### src/rtl/regseq_pkg.sv
package regseq_pkg;
  // Strobes from control to datapath
  typedef struct packed {
    logic load;      // latch the request fields
    logic selXfer;   // inject the transfer opcode
    logic selData;   // inject a data word
    logic dataZero;  // data word is forced to zero (first write pass)
    logic capture;   // take the bus word as read result
  } seqStrobe_t;

  localparam int STEP_W = 4;
endpackage

### src/rtl/regseq_ctrl.sv
module regseq_ctrl
  import regseq_pkg::*;
#(
  parameter int REG_W    = 4,
  parameter int PC_REG   = 15,
  parameter int LOW_REGS = 8
) (
  input  logic             clk,
  input  logic             rstN,
  input  logic             reqValid,
  input  logic             reqWrite,
  input  logic [REG_W-1:0] reqReg,
  input  logic             compactMode,
  input  logic             injDone,
  output logic             injValid,
  output logic             busy,
  output logic             done,
  output logic             error,
  output seqStrobe_t       strb
);
  localparam int READ_LEN  = 6;
  localparam int PASS_LEN  = 5;
  localparam int TAIL_LEN  = 2;
  localparam int WRITE_LEN = 2 * PASS_LEN + TAIL_LEN;
  localparam int XFER_POS  = 1;
  localparam int PC_DATA_POS  = 2;
  localparam int REG_DATA_POS = PASS_LEN - 1;

  typedef enum logic {S_IDLE, S_RUN} state_t;

  state_t            state;
  logic [STEP_W-1:0] step;
  logic [STEP_W-1:0] passPos;
  logic              wrLatched;
  logic              pcLatched;
  logic              badReq;
  logic              lastStep;
  logic              inPasses;

  assign badReq   = compactMode && (int'(reqReg) >= LOW_REGS);
  assign inPasses = int'(step) < 2 * PASS_LEN;
  assign passPos  = (int'(step) >= PASS_LEN) ? step - STEP_W'(PASS_LEN) : step;
  assign lastStep = wrLatched ? (int'(step) == WRITE_LEN - 1)
                              : (int'(step) == READ_LEN - 1);
  assign busy     = (state == S_RUN);
  assign injValid = busy;

  always_comb begin
    strb          = '0;
    strb.load     = (state == S_IDLE) && reqValid && !badReq;
    strb.dataZero = int'(step) < PASS_LEN;
    if (busy) begin
      if (wrLatched) begin
        strb.selXfer = inPasses && (int'(passPos) == XFER_POS);
        strb.selData = inPasses &&
          (int'(passPos) == (pcLatched ? PC_DATA_POS : REG_DATA_POS));
      end else begin
        strb.selXfer = (int'(step) == XFER_POS);
        strb.capture = injDone && lastStep;
      end
    end
  end

  always_ff @(posedge clk) begin
    if (!rstN) begin
      state     <= S_IDLE;
      step      <= '0;
      wrLatched <= 1'b0;
      pcLatched <= 1'b0;
      done      <= 1'b0;
      error     <= 1'b0;
    end else begin
      done  <= 1'b0;
      error <= 1'b0;
      case (state)
        S_IDLE: begin
          if (reqValid) begin
            if (badReq) begin
              done  <= 1'b1;
              error <= 1'b1;
            end else begin
              state     <= S_RUN;
              step      <= '0;
              wrLatched <= reqWrite;
              pcLatched <= reqWrite && !compactMode && (int'(reqReg) == PC_REG);
            end
          end
        end
        default: begin
          if (injDone) begin
            if (lastStep) begin
              state <= S_IDLE;
              done  <= 1'b1;
            end else begin
              step <= step + 1'b1;
            end
          end
        end
      endcase
    end
  end
endmodule

### src/rtl/regseq_dp.sv
module regseq_dp
  import regseq_pkg::*;
#(
  parameter int          REG_W    = 4,
  parameter int          DATA_W   = 32,
  parameter int          LOW_W    = 3,
  parameter logic [31:0] NOP32    = 32'hE1A0_0000,
  parameter logic [31:0] NOP16    = 32'h46C0_46C0,
  parameter logic [31:0] READ32   = 32'hE580_0000,
  parameter logic [31:0] WRITE32  = 32'hE590_0000,
  parameter logic [31:0] READ16   = 32'h6000_6000,
  parameter logic [31:0] WRITE16  = 32'h6800_6800
) (
  input  logic              clk,
  input  logic              rstN,
  input  seqStrobe_t        strb,
  input  logic              reqWrite,
  input  logic [REG_W-1:0]  reqReg,
  input  logic [DATA_W-1:0] reqData,
  input  logic              compactMode,
  input  logic [DATA_W-1:0] injCapture,
  output logic [DATA_W-1:0] injWord,
  output logic              injBrk,
  output logic [DATA_W-1:0] rdData
);
  localparam int FULL_LO_A = 12;
  localparam int FULL_LO_B = 16;
  localparam int CMP_LO_A  = 0;
  localparam int CMP_LO_B  = 16;
  localparam int CMP_LO_C  = 3;
  localparam int CMP_LO_D  = 19;

  logic [REG_W-1:0]  regL;
  logic [DATA_W-1:0] dataL;
  logic              wrL;
  logic              compactL;
  logic [DATA_W-1:0] nopWord;
  logic [DATA_W-1:0] xferWord;
  logic [DATA_W-1:0] fullReg;
  logic [DATA_W-1:0] lowReg;

  assign fullReg = DATA_W'(regL);
  assign lowReg  = DATA_W'(regL[LOW_W-1:0]);
  assign nopWord = compactL ? NOP16 : NOP32;

  always_comb begin
    if (compactL) begin
      xferWord = (wrL ? WRITE16 : READ16) | (lowReg << CMP_LO_A) | (lowReg << CMP_LO_B);
      if (wrL) xferWord = xferWord | (lowReg << CMP_LO_C) | (lowReg << CMP_LO_D);
    end else begin
      xferWord = (wrL ? WRITE32 : READ32) | (fullReg << FULL_LO_A);
      if (wrL) xferWord = xferWord | (fullReg << FULL_LO_B);
    end
  end

  always_comb begin
    if (strb.selXfer)      injWord = xferWord;
    else if (strb.selData) injWord = strb.dataZero ? '0 : dataL;
    else                   injWord = nopWord;
  end

  assign injBrk = 1'b0;

  always_ff @(posedge clk) begin
    if (!rstN) begin
      regL     <= '0;
      dataL    <= '0;
      wrL      <= 1'b0;
      compactL <= 1'b0;
      rdData   <= '0;
    end else begin
      if (strb.load) begin
        regL     <= reqReg;
        dataL    <= reqData;
        wrL      <= reqWrite;
        compactL <= compactMode;
      end
      if (strb.capture) rdData <= injCapture;
    end
  end
endmodule

### src/rtl/regseq_top.sv
module regseq_top #(
  parameter int          REG_W    = 4,
  parameter int          DATA_W   = 32,
  parameter int          PC_REG   = 15,
  parameter int          LOW_REGS = 8,
  parameter logic [31:0] NOP32    = 32'hE1A0_0000,
  parameter logic [31:0] NOP16    = 32'h46C0_46C0,
  parameter logic [31:0] READ32   = 32'hE580_0000,
  parameter logic [31:0] WRITE32  = 32'hE590_0000,
  parameter logic [31:0] READ16   = 32'h6000_6000,
  parameter logic [31:0] WRITE16  = 32'h6800_6800
) (
  input  logic              clk,
  input  logic              rstN,
  input  logic              reqValid,
  input  logic              reqWrite,
  input  logic [REG_W-1:0]  reqReg,
  input  logic [DATA_W-1:0] reqData,
  input  logic              compactMode,
  output logic              busy,
  output logic              done,
  output logic              error,
  output logic [DATA_W-1:0] rdData,
  output logic              injValid,
  output logic [DATA_W-1:0] injWord,
  output logic              injBrk,
  input  logic              injDone,
  input  logic [DATA_W-1:0] injCapture
);
  localparam int LOW_W = $clog2(LOW_REGS);

  regseq_pkg::seqStrobe_t strb;

  regseq_ctrl #(.REG_W(REG_W), .PC_REG(PC_REG), .LOW_REGS(LOW_REGS)) ctrl_i (
    .clk(clk), .rstN(rstN), .reqValid(reqValid), .reqWrite(reqWrite),
    .reqReg(reqReg), .compactMode(compactMode), .injDone(injDone),
    .injValid(injValid), .busy(busy), .done(done), .error(error), .strb(strb)
  );

  regseq_dp #(
    .REG_W(REG_W), .DATA_W(DATA_W), .LOW_W(LOW_W),
    .NOP32(NOP32), .NOP16(NOP16), .READ32(READ32), .WRITE32(WRITE32),
    .READ16(READ16), .WRITE16(WRITE16)
  ) dp_i (
    .clk(clk), .rstN(rstN), .strb(strb), .reqWrite(reqWrite), .reqReg(reqReg),
    .reqData(reqData), .compactMode(compactMode), .injCapture(injCapture),
    .injWord(injWord), .injBrk(injBrk), .rdData(rdData)
  );
endmodule

### config.mk
export PLATFORM = sky130hd
export DESIGN_NAME = regseq_top
export DESIGN_NICKNAME = d
export VERILOG_FILES = /design/src/rtl/regseq_pkg.sv /design/src/rtl/regseq_ctrl.sv /design/src/rtl/regseq_dp.sv /design/src/rtl/regseq_top.sv
export SDC_FILE = /design/constraint.sdc
export NUM_CORES = 1
export LEC_CHECK = 0
export BUFFER_PORTS_ARGS = -buffer_cell sky130_fd_sc_hd__buf_2
export CAP_MARGIN = 20
export CORE_UTILIZATION = 45
export CTS_CLUSTER_SIZE = 16
export DETAILED_ROUTE_END_ITERATION = 6
export PLACE_DENSITY_LB_ADDON = 0.12
export SLEW_MARGIN = 25
export SYNTH_ARGS = -nofsm -noshare
export SYNTH_HDL_FRONTEND = slang
export SYNTH_SLANG_ARGS = --single-unit
### constraint.sdc
create_clock -name clk -period 3.15 [get_ports clk]
set_input_delay 0.63 -clock clk [delete_from_list [all_inputs] [get_ports clk]]
set_output_delay 0.63 -clock clk [all_outputs]
set_load 0.01 [all_outputs]
# Word-level counts from Yosys, hierarchy flattened
# Index checks and enable logic that the tools add are counted.
# classes
addsub	2
n_lt_le_gt_ge	4
n_eq_ne	9
muxes	32
bitwise	9
reduce_logical	14
# ops
op	n
$mux W32	7
$eq A5 B32 Y1	1
$or A32 B16 Y32	1
$or A32 B19 Y32	1
$or A32 B20 Y32	1
$or A32 B22 Y32	1
$or A32 B3 Y32	1
$or A32 B6 Y32	1
$mux W28	1
$mux W4	6
$mux W21	1
$mux W1	15
$eq A4 B2 Y1 const B	2
$eq A4 B4 Y1 const B	2
$logic_and A1 B1 Y1	8
$add A4 B1 Y4 const B	1
$eq A4 B1 Y1 const B	1
$ge A4 B3 Y1 const B	1
$ge A4 B4 Y1 const B	1
$lt A4 B3 Y1 const B	1
$lt A4 B4 Y1 const B	1
$ne A2 B2 Y1 const B	2
$reduce_and A4 Y1	1
$sub A4 B3 Y4 const B	1
8 further kinds	11
# word_totals
ff_bits	79
in_bits	74
out_inout_bits	69
elab_cells	81

# Depth between registers and ports, before layout
# logic_depth
ltp_word	8
ltp_mapped	11

# By module
# Synthesis repeated with hierarchy kept, for this count alone.
# hier_totals
hier_cells	369
area_unflattened_um2	3767.4
# modules_own_cells
mod	instances	cells_each	area_per_inst_um2	seq_area_each_um2
regseq_dp	1	285	3090.5	1401.3
regseq_ctrl	1	84	676.9	180.2

# Worst setup path after synthesis
# No wires, ideal clock.
# synth_path
path_type	register -> output
from	register ctrl_i.step[0]
to	output port injWord[10]
arrival_ns	2.340
required_ns	2.520
slack_ns	0.180
path_stages_with_launch	10
path_cell_list	dfxtp_1 -> inv_1 -> ha_1 -> nand2_1 -> o21ai_2 -> or4_4 -> a211oi_4 -> buf_6 -> nand2_1 -> a21oi_1
# synth_between
elab_chain_cells	8
# synth_rtl
element	line_no	source
start: declaration	regseq_ctrl.sv:32	logic [STEP_W-1:0] step;
start signal: assignment	regseq_ctrl.sv:95	step <= step + 1'b1;
$sub A4 B3 Y4 or $ge A4 B3 Y1 (tied branches)	regseq_ctrl.sv:42	assign passPos = (int'(step) >= PASS_LEN) ? step - STEP_W'(PASS_LEN) : step;
$mux W4	regseq_ctrl.sv:42	
$eq A5 B32 Y1	regseq_ctrl.sv:56	(int'(passPos) == (pcLatched ? PC_DATA_POS : REG_DATA_POS));
$logic_and A1 B1 Y1	regseq_ctrl.sv:55	strb.selData = inPasses &&
$mux W1	regseq_ctrl.sv:53	if (wrLatched) begin
$mux W2	regseq_ctrl.sv:52	if (busy) begin
$mux W32	regseq_dp.sv:58	else if (strb.selData) injWord = strb.dataZero ? '0 : dataL;
$mux W32 (*)	regseq_dp.sv:57	if (strb.selXfer) injWord = xferWord;
end: declaration	regseq_top.sv:25	output logic [DATA_W-1:0] injWord,
# Mark *: on every way between the ends. The rest lies on a longest branch, timed or not.

# Final worst setup path
# layout_path
from	register ctrl_i.step[0]
to	output port injWord[22]
# The elaborated chain is that of the path after synthesis.

==> impl_metrics.ini <==
[layout]
nets = 700
final_common_cell = nand2_1
final.fill_count = 688
layout_common_cells = nand2_1 (159), buf_2 (138), a21oi_1 (77), dfxtp_1 (77), buf_4 (18)
area_delta_synth_final_pct = 38.2
stdcell_count = 730
antenna-diode-count = 0
fin_area_um2 = 4940
drive_gt1_share_pct = 37.4

[timing]
setup_viol = 25
fin_skew_ns = 0.0165
fin_crit_ns = 3.22
tns_ns = -0.865
max_slew.worst_pin.slew_ns = 0.603
whs_ns = 0.454
rsz0062_at_grt = yes
post-route-period-util_pct = 102
timing.fmax_ghz = 0.310
setup_ws_ns = -0.0725
drv_slew = 0
hold_viol_final = 0
max_slew_margin_pct = 59.7

[drt]
routed.top_layer = met4
wirelength_mm = 10.3
drt-initial-drc-count = 205
dr_wl_met3_um = 837
routed_via_density = 5.15
route.vias.total = 3761
wl_met1_mm = 4.56
drtAntennaViolNets = 0
met2WireLength_mm = 4.85
first_pass_iters = 7
routedWlPerCell_um = 14.2
drcViolationCount = 0

[yosys]
synthFlopType = dfxtp_1
netlist_instances = 475
synth_edf_count = 0
synth_fp_nets = 552
yosys_warnings = 0
netlist_area_um2 = 3570
syn_avg_cell_area_um2 = 7.52
synth_seq_area_share_pct = 44.3
async_flop_share_pct = 0
synth.distinct_cells = 55
ys_seq_elements = 79

[floorplanning]
dieArea_um2 = 8300
ioPinCount = 143
die_h_um = 91.1
row_count = 32
core-area_um2 = 7690
dieWidth_um = 91.1
start_util_pct = 46.5

[worst_setup_path]
end_kind = output port
slowest_stage = or4_4
worstRegToRegCells = 6
r2r-start = ctrl_i.step[2]
cp_max_fo = 8
path_cells = buf_6 -> ha_4 -> and2b_1 -> o21ai_2 -> or4_4 -> a211oi_4 -> buf_6 -> buf_12 -> nand2_2 -> a21oi_2 -> buf_2
cp_common_cell = buf_6
worstReg2RegEnd = dp_i.rdData[14]
arrival_ns = 2.59
crit_required_ns = 2.52
r2r_slack_ns = 1.04
worstSetupPathType = register to output port
start_kind = register
max_stage_delay_ns = 0.43

[power_and_ir_drop]
ir_drop_mv = 0.242
leakagePower_nw = 2.17
cellPowerDensity_nw_per_um2 = 415

[clock_network]
cts_max_level = 3
clockRootBuffer = clkbuf_8
hold_buffers = 0
cts_max_path_buffers = 2
clk_pin_slew_ns = 0.09
clock_sinks = 79
cts_tree = yes
cts_buffers = 9
insertion_delay_ns = 0.35

[placement]
io_buffer_count = 141
hpwlAfterDp_mm = 6.80
dp.cells = 697
placed_cell_area_um2 = 4340
place_congestion = 0.910

[global_route]
grt_antenna_before_repair = 0
grt-ovfl-total = 0
grt_pass1_vias = 3431
grt.total_usage_pct = 24.7
grt_max_degree = 53
grt_pass1_wl_mm = 16.6

[outcome]
run_status = complete, but fails checks
violations = negative setup slack

[run]
drv_cap = 0

[hold_path]
min_from = dp_i.rdData[4]
hold-path-endpoint = dp_i.rdData[4]
whs_path_depth = 2
hold_class = register to register
[worst max-delay path: cells and delay by family (launching register included)]
kind	cells	cell delay (ns)
AOI/OAI and AO/OA	3	0.46
adders and majority gates	1	0.15
buffers and inverters	4	0.56
DFF	1	0.34
and+or+nand+nor	3	0.71
[sequential cells by signal, summed over array words and instances, names as in the netlist]
register          count
dp_i.compactL         1
dp_i.rdData          32
ctrl_i.busy           1
ctrl_i.wrLatched      1
dp_i.regL             4
ctrl_i.step           4
ctrl_i.pcLatched      1
ctrl_i.error          1
dp_i.dataL           32
ctrl_i.done           1
dp_i.wrL              1
[power breakdown]
| group | total [W] | internal, W | switching (W) |
|---|---|---|---|
| clock | 0.000754 | 0.000371 | 0.000383 |
| sequential | 0.00106 | 0.00103 | 0.0000323 |
| combinational | 0.000233 | 0.000105 | 0.000129 |
| total | 0.00205 | 0.00151 | 0.000544 |
[area by class of cell]
cell class              count  area, um2  area share (%)
clock inverters             6       68.8            1.39
repair buffers            172       1030            20.9
flip-flops and latches     79       1580            32.1
well taps                 102        128            2.59
inverters                   8       30.0           0.608
multi-input cells         353       1970            39.8
clock buffers              10        128            2.59
[cell usage after synthesis (4+ instances only)]
cell type  number  area share (%)
nand2b_1        5            0.88
o21ai_0        11             1.5
buf_4           5             1.1
dfxtp_1        79              44
buf_2           6            0.84
nand2_1       171              18
nand3_1         4            0.56
nand4_1         4            0.70
nor2_1         10             1.1
a21oi_1        85              12
clkbuf_1       19             2.0
a22o_1          9             2.2
inv_1           7            0.74
buf_6           4             1.3
[layer usage]
layer | up-vias | global-route usage [%]
met3 | 6 | 6.70
met4 | 0 | 8.60
met2 | 137 | 39.1
met5 | - | 0
li1 | 1890 | -
met1 | 1728 | 32.3
[kinds of logic (layout without fill, tap and decap cells)]
family                     Yosys count  in the layout  synth area share, %
AOI/OAI and AO/OA                  132            132                 22.3
and+or+nand+nor                    212            212                 24.9
buffers and inverters               43            196                 6.09
other                                1              1                0.105
muxes                                2              2                0.560
DFF                                 79             79                 44.3
adders and majority gates            3              3                 1.05
xor gates and xnor gates             3              3                0.736
[metrics by stage]
stage	utilization (%)	setup WS [ns]	total power (W)
after detailed placement	56.4	0.209	0.00129
after global placement	56.4	0.243	0.00129
after global routing	64.2	-0.183	0.00214
after CTS	61.3	-0.0666	0.00204
final	64.2	-0.0725	0.00205
after floorplan	-	0.180	0.00119
[how the worst max path moves through the flow]
stage                        to            from  slack, ns  depth (start not counted)
finish              injWord[22]  ctrl_i.step[0]      -0.07                         11
global route        injWord[22]  ctrl_i.step[0]      -0.18                         11
CTS                 injWord[19]  ctrl_i.step[0]      -0.07                         11
detailed placement  injWord[24]  ctrl_i.step[0]       0.21                          9
global placement    injWord[24]  ctrl_i.step[0]       0.24                          9
floorplan           injWord[10]  ctrl_i.step[0]       0.18                          9
[repair_timing]
item                                    in CTS  in global routing
gates cloned                                 2                  0
buffers inserted                             7                  8
resized for setup                           37                 36
endpoints found under the setup margin      32                 32
pin swaps                                   21                 27
Power figures use the tool's default switching activity.
